--- config.mk ---
export PLATFORM = sky130hd
export DESIGN_NAME = dacbank_ctrl
export DESIGN_NICKNAME = d
export VERILOG_FILES = /design/src/rtl/dacbank_pkg.sv /design/src/rtl/dacbank_cmd_dec.sv /design/src/rtl/dacbank_clr_sync.sv /design/src/rtl/dacbank_channel.sv /design/src/rtl/dacbank_ctrl.sv
export SDC_FILE = /design/constraint.sdc
export NUM_CORES = 1
export LEC_CHECK = 0
export BUFFER_PORTS_ARGS = -buffer_cell sky130_fd_sc_hd__buf_2
export CORE_UTILIZATION = 40
export DETAILED_ROUTE_END_ITERATION = 8
export GPL_TIMING_DRIVEN = 0
export MAX_ROUTING_LAYER = met4
export PLACE_DENSITY = 0.69
export SLEW_MARGIN = 20
export SYNTH_ARGS = -nofsm -noshare
export SYNTH_HDL_FRONTEND = slang
export SYNTH_HIERARCHICAL = 1
export SYNTH_SLANG_ARGS = --single-unit
--- constraint.sdc ---
create_clock -name clk -period 3.1 [get_ports clk]
set_input_delay 0.155 -clock clk [delete_from_list [all_inputs] [get_ports clk]]
set_output_delay 0.155 -clock clk [all_outputs]
set_load 0.05 [all_outputs]
--- src/rtl/dacbank_pkg.sv ---
package dacbank_pkg;

    localparam int          ADDR_W   = 4;
    localparam logic [3:0]  ADDR_ALL = 4'hF;

    typedef enum logic [3:0] {
        OP_STAGE      = 4'd0,
        OP_COMMIT     = 4'd1,
        OP_STAGE_COMM = 4'd2,
        OP_STAGE_ALL  = 4'd3,
        OP_PMODE      = 4'd4,
        OP_REF        = 4'd5,
        OP_MASK       = 4'd6,
        OP_CLRSEL     = 4'd7
    } op_e;

    typedef enum logic [1:0] {
        PM_NORMAL = 2'd0,
        PM_LOAD1K = 2'd1,
        PM_LOAD100K = 2'd2,
        PM_HIZ    = 2'd3
    } pmode_e;

    typedef enum logic [1:0] {
        CS_ZERO = 2'd0,
        CS_MID  = 2'd1,
        CS_FULL = 2'd2,
        CS_NONE = 2'd3
    } clrsel_e;

    // Per-channel strobes produced by the command decoder
    typedef struct packed {
        logic stage_wr;   // write data into staged code
        logic live_wr;    // write data into live code
        logic live_copy;  // copy staged code into live code
        logic pm_wr;      // write power mode
        logic mask_wr;    // write latch mask
    } ch_ctl_t;

    function automatic logic is_powered(input logic [1:0] pm);
        return pm == PM_NORMAL;
    endfunction

endpackage

--- src/rtl/dacbank_cmd_dec.sv ---
module dacbank_cmd_dec
    import dacbank_pkg::*;
#(
    parameter int NUM_CH = 8
) (
    input  logic                       valid_i,
    input  logic [3:0]                 op_i,
    input  logic [ADDR_W-1:0]          addr_i,
    output ch_ctl_t [NUM_CH-1:0]       ctl_o,
    output logic                       ref_wr_o,
    output logic                       clrsel_wr_o
);

    op_e op;
    assign op = op_e'(op_i);

    for (genvar g = 0; g < NUM_CH; g++) begin : g_dec
        logic sel_one;
        logic sel_grp;
        assign sel_one = valid_i && (addr_i == ADDR_W'(g));
        assign sel_grp = sel_one || (valid_i && (addr_i == ADDR_ALL));

        always_comb begin
            ctl_o[g] = '0;
            case (op)
                OP_STAGE:      ctl_o[g].stage_wr = sel_grp;
                OP_COMMIT:     ctl_o[g].live_copy = sel_grp;
                OP_STAGE_COMM: begin
                    ctl_o[g].stage_wr = sel_grp;
                    ctl_o[g].live_wr  = sel_grp;
                end
                OP_STAGE_ALL:  begin
                    ctl_o[g].stage_wr  = sel_grp;
                    ctl_o[g].live_wr   = sel_grp;
                    ctl_o[g].live_copy = valid_i && !sel_grp;
                end
                OP_PMODE:      ctl_o[g].pm_wr = sel_one;
                OP_MASK:       ctl_o[g].mask_wr = sel_one;
                default:       ctl_o[g] = '0;
            endcase
        end
    end

    assign ref_wr_o    = valid_i && (op == OP_REF);
    assign clrsel_wr_o = valid_i && (op == OP_CLRSEL);

endmodule

--- src/rtl/dacbank_clr_sync.sv ---
module dacbank_clr_sync (
    input  logic clk,
    input  logic rst,
    input  logic pin_n_i,
    output logic fall_o
);

    logic meta_q;
    logic sync_q;
    logic hist_q;

    always_ff @(posedge clk) begin
        if (rst) begin
            meta_q <= 1'b1;
            sync_q <= 1'b1;
            hist_q <= 1'b1;
        end else begin
            meta_q <= pin_n_i;
            sync_q <= meta_q;
            hist_q <= sync_q;
        end
    end

    assign fall_o = hist_q && !sync_q;


    clr_fall_single_chk: assert property (@(posedge clk) disable iff (rst)
        fall_o |=> !fall_o);

endmodule

--- src/rtl/dacbank_channel.sv ---
module dacbank_channel
    import dacbank_pkg::*;
#(
    parameter int               CODE_W     = 12,
    parameter logic [CODE_W-1:0] RESET_CODE = '0
) (
    input  logic              clk,
    input  logic              rst,
    input  ch_ctl_t           ctl_i,
    input  logic [CODE_W-1:0] data_i,
    input  logic [1:0]        pm_i,
    input  logic              mask_i,
    input  logic              ldac_low_i,
    input  logic              clr_apply_i,
    input  logic [CODE_W-1:0] clr_val_i,
    output logic [CODE_W-1:0] code_o,
    output logic [1:0]        pmode_o,
    output logic              out_en_o,
    output logic              mask_o
);

    logic [CODE_W-1:0] stage_q;
    logic [CODE_W-1:0] live_q;
    logic [1:0]        pm_q;
    logic              mask_q;
    logic              latch_take;

    assign latch_take = ldac_low_i && !mask_q;

    always_ff @(posedge clk) begin
        if (rst) begin
            stage_q <= RESET_CODE;
            live_q  <= RESET_CODE;
        end else if (clr_apply_i) begin
            stage_q <= clr_val_i;
            live_q  <= clr_val_i;
        end else begin
            if (ctl_i.stage_wr) begin
                stage_q <= data_i;
            end
            if (ctl_i.live_wr) begin
                live_q <= data_i;
            end else if (ctl_i.live_copy || latch_take) begin
                live_q <= stage_q;
            end
        end
    end

    always_ff @(posedge clk) begin
        if (rst) begin
            pm_q   <= PM_NORMAL;
            mask_q <= 1'b0;
        end else begin
            if (ctl_i.pm_wr) begin
                pm_q <= pm_i;
            end
            if (ctl_i.mask_wr) begin
                mask_q <= mask_i;
            end
        end
    end

    assign code_o   = live_q;
    assign pmode_o  = pm_q;
    assign out_en_o = is_powered(pm_q);
    assign mask_o   = mask_q;


    stage_write_chk: assert property (@(posedge clk) disable iff (rst)
        (ctl_i.stage_wr && !clr_apply_i) |=> (stage_q == $past(data_i)));


    stage_hold_chk: assert property (@(posedge clk) disable iff (rst)
        (!ctl_i.stage_wr && !clr_apply_i) |=> $stable(stage_q));


    masked_hold_chk: assert property (@(posedge clk) disable iff (rst)
        (mask_q && !ctl_i.live_wr && !ctl_i.live_copy && !clr_apply_i) |=> $stable(live_q));


    clear_load_chk: assert property (@(posedge clk) disable iff (rst)
        clr_apply_i |=> (live_q == $past(clr_val_i) && stage_q == $past(clr_val_i)));


    pm_keeps_code_chk: assert property (@(posedge clk) disable iff (rst)
        (ctl_i.pm_wr && !ctl_i.live_wr && !ctl_i.live_copy && !latch_take && !clr_apply_i)
            |=> $stable(live_q));

endmodule

--- src/rtl/dacbank_ctrl.sv ---
module dacbank_ctrl
    import dacbank_pkg::*;
#(
    parameter int NUM_CH    = 8,
    parameter int CODE_W    = 12,
    parameter bit MID_RESET = 1'b0
) (
    input  logic                     clk,
    input  logic                     rst,
    input  logic                     cmd_valid_i,
    input  logic [3:0]               cmd_op_i,
    input  logic [3:0]               cmd_addr_i,
    input  logic [CODE_W-1:0]        cmd_data_i,
    input  logic                     ldac_n_i,
    input  logic                     clr_n_i,
    output logic [NUM_CH*CODE_W-1:0] code_o,
    output logic [2*NUM_CH-1:0]      pmode_o,
    output logic [NUM_CH-1:0]        out_en_o,
    output logic                     ref_en_o,
    output logic [NUM_CH-1:0]        ldac_mask_o,
    output logic [1:0]               clr_code_o
);

    localparam logic [CODE_W-1:0] MID_CODE  = {1'b1, {(CODE_W-1){1'b0}}};
    localparam logic [CODE_W-1:0] FULL_CODE = '1;
    localparam logic [CODE_W-1:0] RST_CODE  = MID_RESET ? MID_CODE : '0;

    ch_ctl_t [NUM_CH-1:0] ctl;
    logic                 ref_wr;
    logic                 clrsel_wr;
    logic                 clr_fall;
    logic                 clr_apply;
    logic [CODE_W-1:0]    clr_val;
    logic                 ref_q;
    clrsel_e              clrsel_q;

    dacbank_cmd_dec #(.NUM_CH(NUM_CH)) u_dec (
        .valid_i     (cmd_valid_i),
        .op_i        (cmd_op_i),
        .addr_i      (cmd_addr_i),
        .ctl_o       (ctl),
        .ref_wr_o    (ref_wr),
        .clrsel_wr_o (clrsel_wr)
    );

    dacbank_clr_sync u_clr (
        .clk     (clk),
        .rst     (rst),
        .pin_n_i (clr_n_i),
        .fall_o  (clr_fall)
    );

    always_ff @(posedge clk) begin
        if (rst) begin
            ref_q    <= 1'b0;
            clrsel_q <= CS_ZERO;
        end else begin
            if (ref_wr) begin
                ref_q <= cmd_data_i[0];
            end
            if (clrsel_wr) begin
                clrsel_q <= clrsel_e'(cmd_data_i[1:0]);
            end
        end
    end

    always_comb begin
        case (clrsel_q)
            CS_MID:  clr_val = MID_CODE;
            CS_FULL: clr_val = FULL_CODE;
            default: clr_val = '0;
        endcase
    end

    assign clr_apply = clr_fall && (clrsel_q != CS_NONE);

    for (genvar g = 0; g < NUM_CH; g++) begin : g_ch
        dacbank_channel #(
            .CODE_W     (CODE_W),
            .RESET_CODE (RST_CODE)
        ) u_ch (
            .clk         (clk),
            .rst         (rst),
            .ctl_i       (ctl[g]),
            .data_i      (cmd_data_i),
            .pm_i        (cmd_data_i[1:0]),
            .mask_i      (cmd_data_i[0]),
            .ldac_low_i  (!ldac_n_i),
            .clr_apply_i (clr_apply),
            .clr_val_i   (clr_val),
            .code_o      (code_o[g*CODE_W +: CODE_W]),
            .pmode_o     (pmode_o[2*g +: 2]),
            .out_en_o    (out_en_o[g]),
            .mask_o      (ldac_mask_o[g])
        );
    end

    assign ref_en_o   = ref_q;
    assign clr_code_o = clrsel_q;


    ref_hold_chk: assert property (@(posedge clk) disable iff (rst)
        !ref_wr |=> $stable(ref_en_o));


    ref_write_chk: assert property (@(posedge clk) disable iff (rst)
        ref_wr |=> (ref_en_o == $past(cmd_data_i[0])));


    clrsel_write_chk: assert property (@(posedge clk) disable iff (rst)
        clrsel_wr |=> (clr_code_o == $past(cmd_data_i[1:0])));

endmodule

==> results of run 1 <==
timing repair:
action,in CTS,in global routing
setup endpoints to repair,0,0
hold buffers,2,0
gates resized for setup,0,0
setup buffers,0,0
endpoints found under the hold margin,3,0
final timing paths:
path	to
worst max-delay path	g_ch[1].u_ch/code_o[9]
worst min-delay path	ref_en_o
worst max register to register	g_ch[1].u_ch/code_o[9]
worst min register to register	u_clr/sync_q
final cells by class:
class	count	area (sq um)	share of cell area (%)
Tap cell	384	480	3.45
Inverter	14	52.6	0.378
Sequential cell	222	4440	31.9
Multi-Input combinational cell	854	6620	47.6
Clock buffer	35	766	5.50
Buffer	95	648	4.66
Timing Repair Buffer	155	807	5.80
Antenna cell	4	10.0	0.0719
Clock inverter	11	86.3	0.620
registers in the layout, indices dropped and copies added, names as in the netlist:
name and cells:
clr_code_o 2, g_ch.u_ch/code_o 96, g_ch.u_ch/mask_o 8, g_ch.u_ch/pmode_o 16, g_ch.u_ch/stage_q 96, ref_en_o 1
u_clr/hist_q 1, u_clr/meta_q 1, u_clr/sync_q 1
cells by family (layout without fill, tap and decap cells):
family	after synthesis	count (layout)
flops	222	222
xor+xnor	4	4
compound gates	302	302
fa+ha+maj	2	2
simple gates	416	416
other cells	0	4
mux	130	130
buf+inv	109	310
report_power, final:
group | leakage [nW] | total (mW) | internal (mW) | switching, mW
clock network | 0.428 | 3.04 | 1.80 | 1.23
registers | 1.81 | 3.04 | 2.98 | 0.0601
logic | 3.61 | 1.09 | 0.397 | 0.696
stage by stage:
stage	setup TNS [ns]	cell area, sq um	std cells
4_1_cts	0	13900	1770
2_1_floorplan	0	11800	1185
3_3_place_gp	-101.73	13000	1720
3_5_place_dp	0	13000	1722
5_1_grt	0	13900	1774
6_report	0	13900	1774
routing by layer:
metal | share of wire (%) | track usage, %
met3 | 5.8 | 3.38
met2 | 45 | 34.4
met1 | 47 | 31.1
met5 | 0 | -
met4 | 2.5 | 6.05
layout by cell type (no fill, tap or decap), drive strengths merged, types with 2 or more instances in the layout:
cell         count
dfxtp          222
diode            4
or2              3
nor3           103
nand4            5
buf            248
ha               2
xnor2            4
o41ai            8
nand4b           3
nor2            76
nor4b            9
inv             14
a2bb2o           8
nand2            4
dlygate4sd3      2
mux2i           34
o21bai          96
a211oi          96
mux2            96
nand3            6
o2bb2ai         88
nor2b          202
clkbuf          35
o21ai            3
clkinv           9
critical path, delay by kind of cell (launching register included):
kind                     cells  cell delay [ns]
buffers and inverters        4             0.86
AND/OR/NAND/NOR              1             0.49
flip-flops                   1             0.36
AO/OA/AOI/OAI                2             0.31
adder cells (fa/ha/maj)      1             0.21
==> run_results.csv, run 1 <==
group,metric,value,unit
min_path,min_path_cells,4,
floorplanning,io_pins,156,
critical_path,crit_arrival,2.76,ns
grt,grt_usage,22.6,%
run,drv_cap,0,
timing,hold_viol,0,
clock_network,clk_pin_slew,0.06,ns
floorplanning,start_util,40.8,%
timing,tightest_slew,0.911,ns
logic_synthesis,ys_ff_latch,222,
logic_synthesis,synthXorXnorAreaFrac,0.298,%
place,port_buffers,151,
logic_synthesis,synth-seq-area-share,37.8,%
drt,drtIter0Drc,658,
logic_synthesis,synth_top_family_by_area,"compound AO/OA/AOI/OAI gates",
drt,vias,9681,
pwr,total_power,7.18,mW
logic_synthesis,syn_area,11800,sq um
pwr,irDropWorstVdd,335,uV
critical_path,end_kind,"register",
critical_path,cpMaxStageDelayCell,"nor2b_2",
floorplanning,chipWidth,173,um
logic_synthesis,yosysTopAreaCell,"dfxtp_1",
pwr,power.density,516,nW/um^2
logic_synthesis,synth_area_leaders,"dfxtp_1 38%, nor2b_1 10%, mux2_2 9.2%, o2bb2ai_1 6.6%, a211oi_1 6.1%",
logic_synthesis,netlist-cell-type-count,39,
critical_path,reg2regPathDepth,8,
grt,grt_overflow_total,0,
floorplanning,dieArea,30100,sq um
critical_path,critPathMaxStageDelay,0.49,ns
critical_path,cp_cell_sequence,"ha_1 > nor2b_2 > buf_6 > buf_6 > buf_2 > buf_2 > o21bai_1 > o2bb2ai_1",
critical_path,worstPathRequired,3.56,ns
logic_synthesis,yosys.area_share.simple,21.1,%
drt,routedWlPerCell,19.0,um
timing,rsz0062_at_grt,"no",
clock_network,htree_num_levels,1,
clock_network,cts_tree,"built",
place,dpl.hpwl,22400,um
finish,utilization,48.4,%
logic_synthesis,synth_edf_count,0,
clock_network,numCtsBuffers,26,
timing,post-route-min-period,2.30,ns
critical_path,path_class,"register to register",
floorplanning,fp.dieH,173,um
logic_synthesis,yosysMostFrequentCell,"dfxtp_1",
timing,post-route-period-util,74.3,%
finish,n_fill_cell,2754,
min_path,hold_path_class,"input pin to register",
grt,grt_pass1_vias,9236,
timing,worst_slack,0.797,ns
min_path,worstHoldStart,"cmd_op_i[1]",
logic_synthesis,yosys_warnings,6,
logic_synthesis,syn-instance-count,1185,
run_status,status,"finished, final reports clean",
grt,antenna_found_initial,4,
logic_synthesis,async_flop_share,0,%
timing,max_freq,0.434,GHz
drt,ant_nets,0,
logic_synthesis,synth_top_area_share,37.8,%
critical_path,r2r_start,"clr_code_o[1]",
pwr,leakagePower,5.84,nW
timing,relSlewSlack,38.8,%
critical_path,critPathMaxFanout,10,
logic_synthesis,synth_fa_ha_area_share,0.213,%
finish,final_nets,1395,
logic_synthesis,synthMuxAreaShare,12.1,%
critical_path,critPathLaunch,"clr_code_o[1]",
floorplanning,core_area,28800,sq um
finish,syn_to_final_growth,18.4,%
clock_network,cts_root_buffer,"clkbuf_16",
critical_path,start_kind,"register",
critical_path,r2r_slack,0.80,ns
logic_synthesis,synth_compound_area_share,22.5,%
grt,grt_max_degree,48,
timing,whs,0.0922,ns
logic_synthesis,syn_avg_cell_area,9.92,sq um
timing,finClkSkew,0.00765,ns
drt,vias_per_cell,5.46,
logic_synthesis,synth_flop_cell,"dfxtp_1",
drt,wirelength,33800,um
drt,first_pass_iters,5,
drt,drc,0,
clock_network,clock_latency,0.53,ns
logic_synthesis,syn_nets,1212,
floorplanning,rows,62,
logic_synthesis,ys_top_cells_by_count,"222 x dfxtp_1, 194 x nor2b_1, 102 x nor3_1",
place,place_ws,0.634,ns
timing,setup_viol,0,
clock_network,cts_sinks,222,
timing,final_max_slew_viol_count,0,
place,place_congestion,0.891,
clock_network,clockBufferDepth,3,
grt,grt_pass1_wl,52600,um
finish,drive_above_1_share,30.5,%
(Power assumes the default switching activity.)
==> run 2: changes to the inputs <==
ABC_AREA = 1   (was default)
PLACE_DENSITY = 0.71   (was 0.69)
clock period = 2.1 ns   (was 3.1 ns; I/O delays follow)
==> run_results.csv, run 2 <==
group,metric,value,unit
run_status,status,"finished, final reports clean",
run,drv_cap,0,
grt,grt_usage,25.2,%
floorplanning,start_util,40.6,%
timing,final_max_slew_viol_count,0,
clock_network,cts_sinks,222,
logic_synthesis,syn_avg_cell_area,5.95,sq um
drt,first_pass_iters,6,
critical_path,path_class,"register to register",
finish,final_nets,2295,
timing,post-route-period-util,93.7,%
clock_network,clockBufferDepth,3,
timing,setup_viol,0,
critical_path,worstPathRequired,2.52,ns
logic_synthesis,netlist-cell-type-count,22,
critical_path,cp_cell_sequence,"ha_1 > nor2_4 > buf_6 > nor2_4 > nand3_2 > buf_6 > nand2_1 > nor2_1 > nor2_1",
logic_synthesis,synth_top_area_share,35.9,%
drt,drc,0,
place,place_congestion,0.913,
floorplanning,dieArea,31700,sq um
critical_path,end_kind,"register",
timing,tightest_slew,1.06,ns
drt,vias_per_cell,4.99,
grt,antenna_found_initial,4,
finish,final_common_cell,"nand2_1",
logic_synthesis,ys_ff_latch,222,
floorplanning,fp.dieH,178,um
finish,layout_common_cells,"670 x nand2_1, 452 x nor2_1, 264 x inv_1",
timing,hold_viol,0,
pwr,leakagePower,7.91,nW
logic_synthesis,synth_flop_cell,"dfxtp_1",
critical_path,crit_family,"simple AND/OR/NAND/NOR gates",
critical_path,cpMaxStageDelayCell,"nor2_4",
pwr,p_comb_share,15.2,%
grt,grt_max_degree,89,
logic_synthesis,yosysTopAreaCell,"dfxtp_1",
finish,design_area,14600,sq um
logic_synthesis,async_flop_share,0,%
logic_synthesis,synth-seq-area-share,35.9,%
timing,rsz0062_at_grt,"no",
pwr,power.density,740,nW/um^2
place,place_area,13700,sq um
drt,vias,13400,
logic_synthesis,synth_edf_count,0,
clock_network,numCtsBuffers,26,
clock_network,clk_pin_slew,0.06,ns
critical_path,path_buf_inv,2,
pwr,switchingPower,3.12,mW
clock_network,cts_root_buffer,"clkbuf_16",
critical_path,start_kind,"register",
drt,wirelength,39100,um
place,port_buffers,155,
logic_synthesis,syn_nets,2111,
finish,utilization,47.8,%
floorplanning,chipWidth,178,um
drt,drtIter0Drc,1371,
pwr,power_frac_seq,41.0,%
logic_synthesis,yosys_warnings,6,
grt,grt_pass1_wl,61500,um
grt,grt_pass1_vias,12000,
pwr,netSwitchingFraction,28.9,%
pwr,irDropWorstVdd,574,uV
clock_network,clock_latency,0.54,ns
timing,relSlewSlack,29.3,%
logic_synthesis,syn-instance-count,2084,
place,dpl.hpwl,25900,um
floorplanning,core_area,30500,sq um
drt,routedWlPerCell,14.5,um
floorplanning,rows,64,
critical_path,crit_arrival,2.39,ns
finish,drive_above_1_share,13.3,%
min_path,hold_path_class,"input pin to register",
timing,max_freq,0.508,GHz
finish,syn_to_final_growth,17.8,%
logic_synthesis,synth_area_leaders,"dfxtp_1 36%, nand2_1 20%, nor2_1 14%, inv_1 8.0%, nand4_1 4.9%",
timing,finClkSkew,0.0155,ns
drt,ant_nets,0,
critical_path,critPathMaxFanout,10,
critical_path,critPathMaxStageDelay,0.38,ns
logic_synthesis,syn_area,12400,sq um
floorplanning,io_pins,156,
clock_network,cts_tree,"built",
grt,grt_overflow_total,0,
pwr,p_clk_share,43.8,%
clock_network,post_cts_buffers,0,
logic_synthesis,ys_top_cells_by_count,"670 x nand2_1, 453 x nor2_1, 264 x inv_1",
clock_network,htree_num_levels,1,
logic_synthesis,yosysMostFrequentCell,"nand2_1",
timing,post-route-min-period,1.97,ns
pwr,intPower,7.68,mW
==> run 2: cell count changes after synthesis, moves of 98 or more <==
cell | previous run | this run
nor3_1 | 102 | 4
nor2_1 | 73 | 453
nand3_1 | 6 | 110
nor2b_1 | 194 | 0
inv_1 | 14 | 264
nand2_1 | 4 | 670
==> run 2: per-layer routing <==
metal / vias up / wire length (um) / share of wire, % / GRT usage (%)
li1: 6772 / - / - / -
met2: 562 / 17100 / 44 / 38.6
met1: 5977 / 17000 / 44 / 32.6
met4: 0 / 1240 / 3.2 / 9.37
met5: - / 0 / 0 / -
met3: 91 / 3750 / 9.6 / 4.86
==> run 2: repair_timing <==
item                                    CTS  global route
endpoints found under the setup margin   36             0
hold buffers                              1             0
endpoints found under the hold margin     1             0
gates resized for setup                   1             0
==> run 2: path summary, 6_finish.rpt <==
kind	start	to	slack (ns)	cells after the start
worst min register to register	u_clr/meta_q	u_clr/sync_q	0.41	2
worst min-delay path	cmd_op_i[0]	ref_en_o	0.04	5
worst max-delay path	clr_code_o[0]	g_ch[4].u_ch/code_o[4]	0.13	9
worst max register to register	clr_code_o[0]	g_ch[4].u_ch/code_o[4]	0.13	9
==> run 2: kinds of logic after synthesis <==
group / count (synthesis) / synth area share, %
adder cells (fa/ha/maj): 2 / 0.202
AO/OA/AOI/OAI: 121 / 4.89
flip-flops: 222 / 35.9
buffers and inverters: 377 / 13.4
AND/OR/NAND/NOR: 1362 / 45.7
==> run 2: area by class of cell <==
class                   instances  area [sq um]
clock buffers                  40           785
multi-input cells            1485          6310
well taps                     396           495
clock inverters                 7           110
diodes                          4          10.0
plain buffers                  98           609
fillers                      3175         15900
flip-flops and latches        222          4440
inverters                     279          1050
repair buffers                156           786
==> run 2: power by group through the flow <==
stage	Sequential [mW]	Clock [mW]	Combinational, mW
final	4.42	4.73	1.65
after global routing	4.44	4.98	1.80
after CTS	4.42	4.81	1.64
after floorplan	4.92	0	0.724
after global placement	4.51	0	1.61
after detailed placement	4.51	0	1.63
==> run 2: worst min-delay path: stages <==
cell and delay [ns]:
buf_2 0.12, nand2_1 0.11, nor3_1 0.08, nor2_1 0.08
nor2_1 0.05
==> run 2: metrics by stage <==
step                setup slack [ns]  hold WS, ns  setup TNS, ns  std cells  total power [mW]
CTS                            0.151       0.0280              0       2683              10.9
detailed placement           -0.0543        0.335         -0.349       2635              6.14
global placement              -0.342        0.338         -40.02       2635              6.12
floorplan                     0.0418        0.177              0       2084              5.65
finish                         0.133       0.0399              0       2687              10.8
global route                 0.00843       0.0647              0       2687              11.2
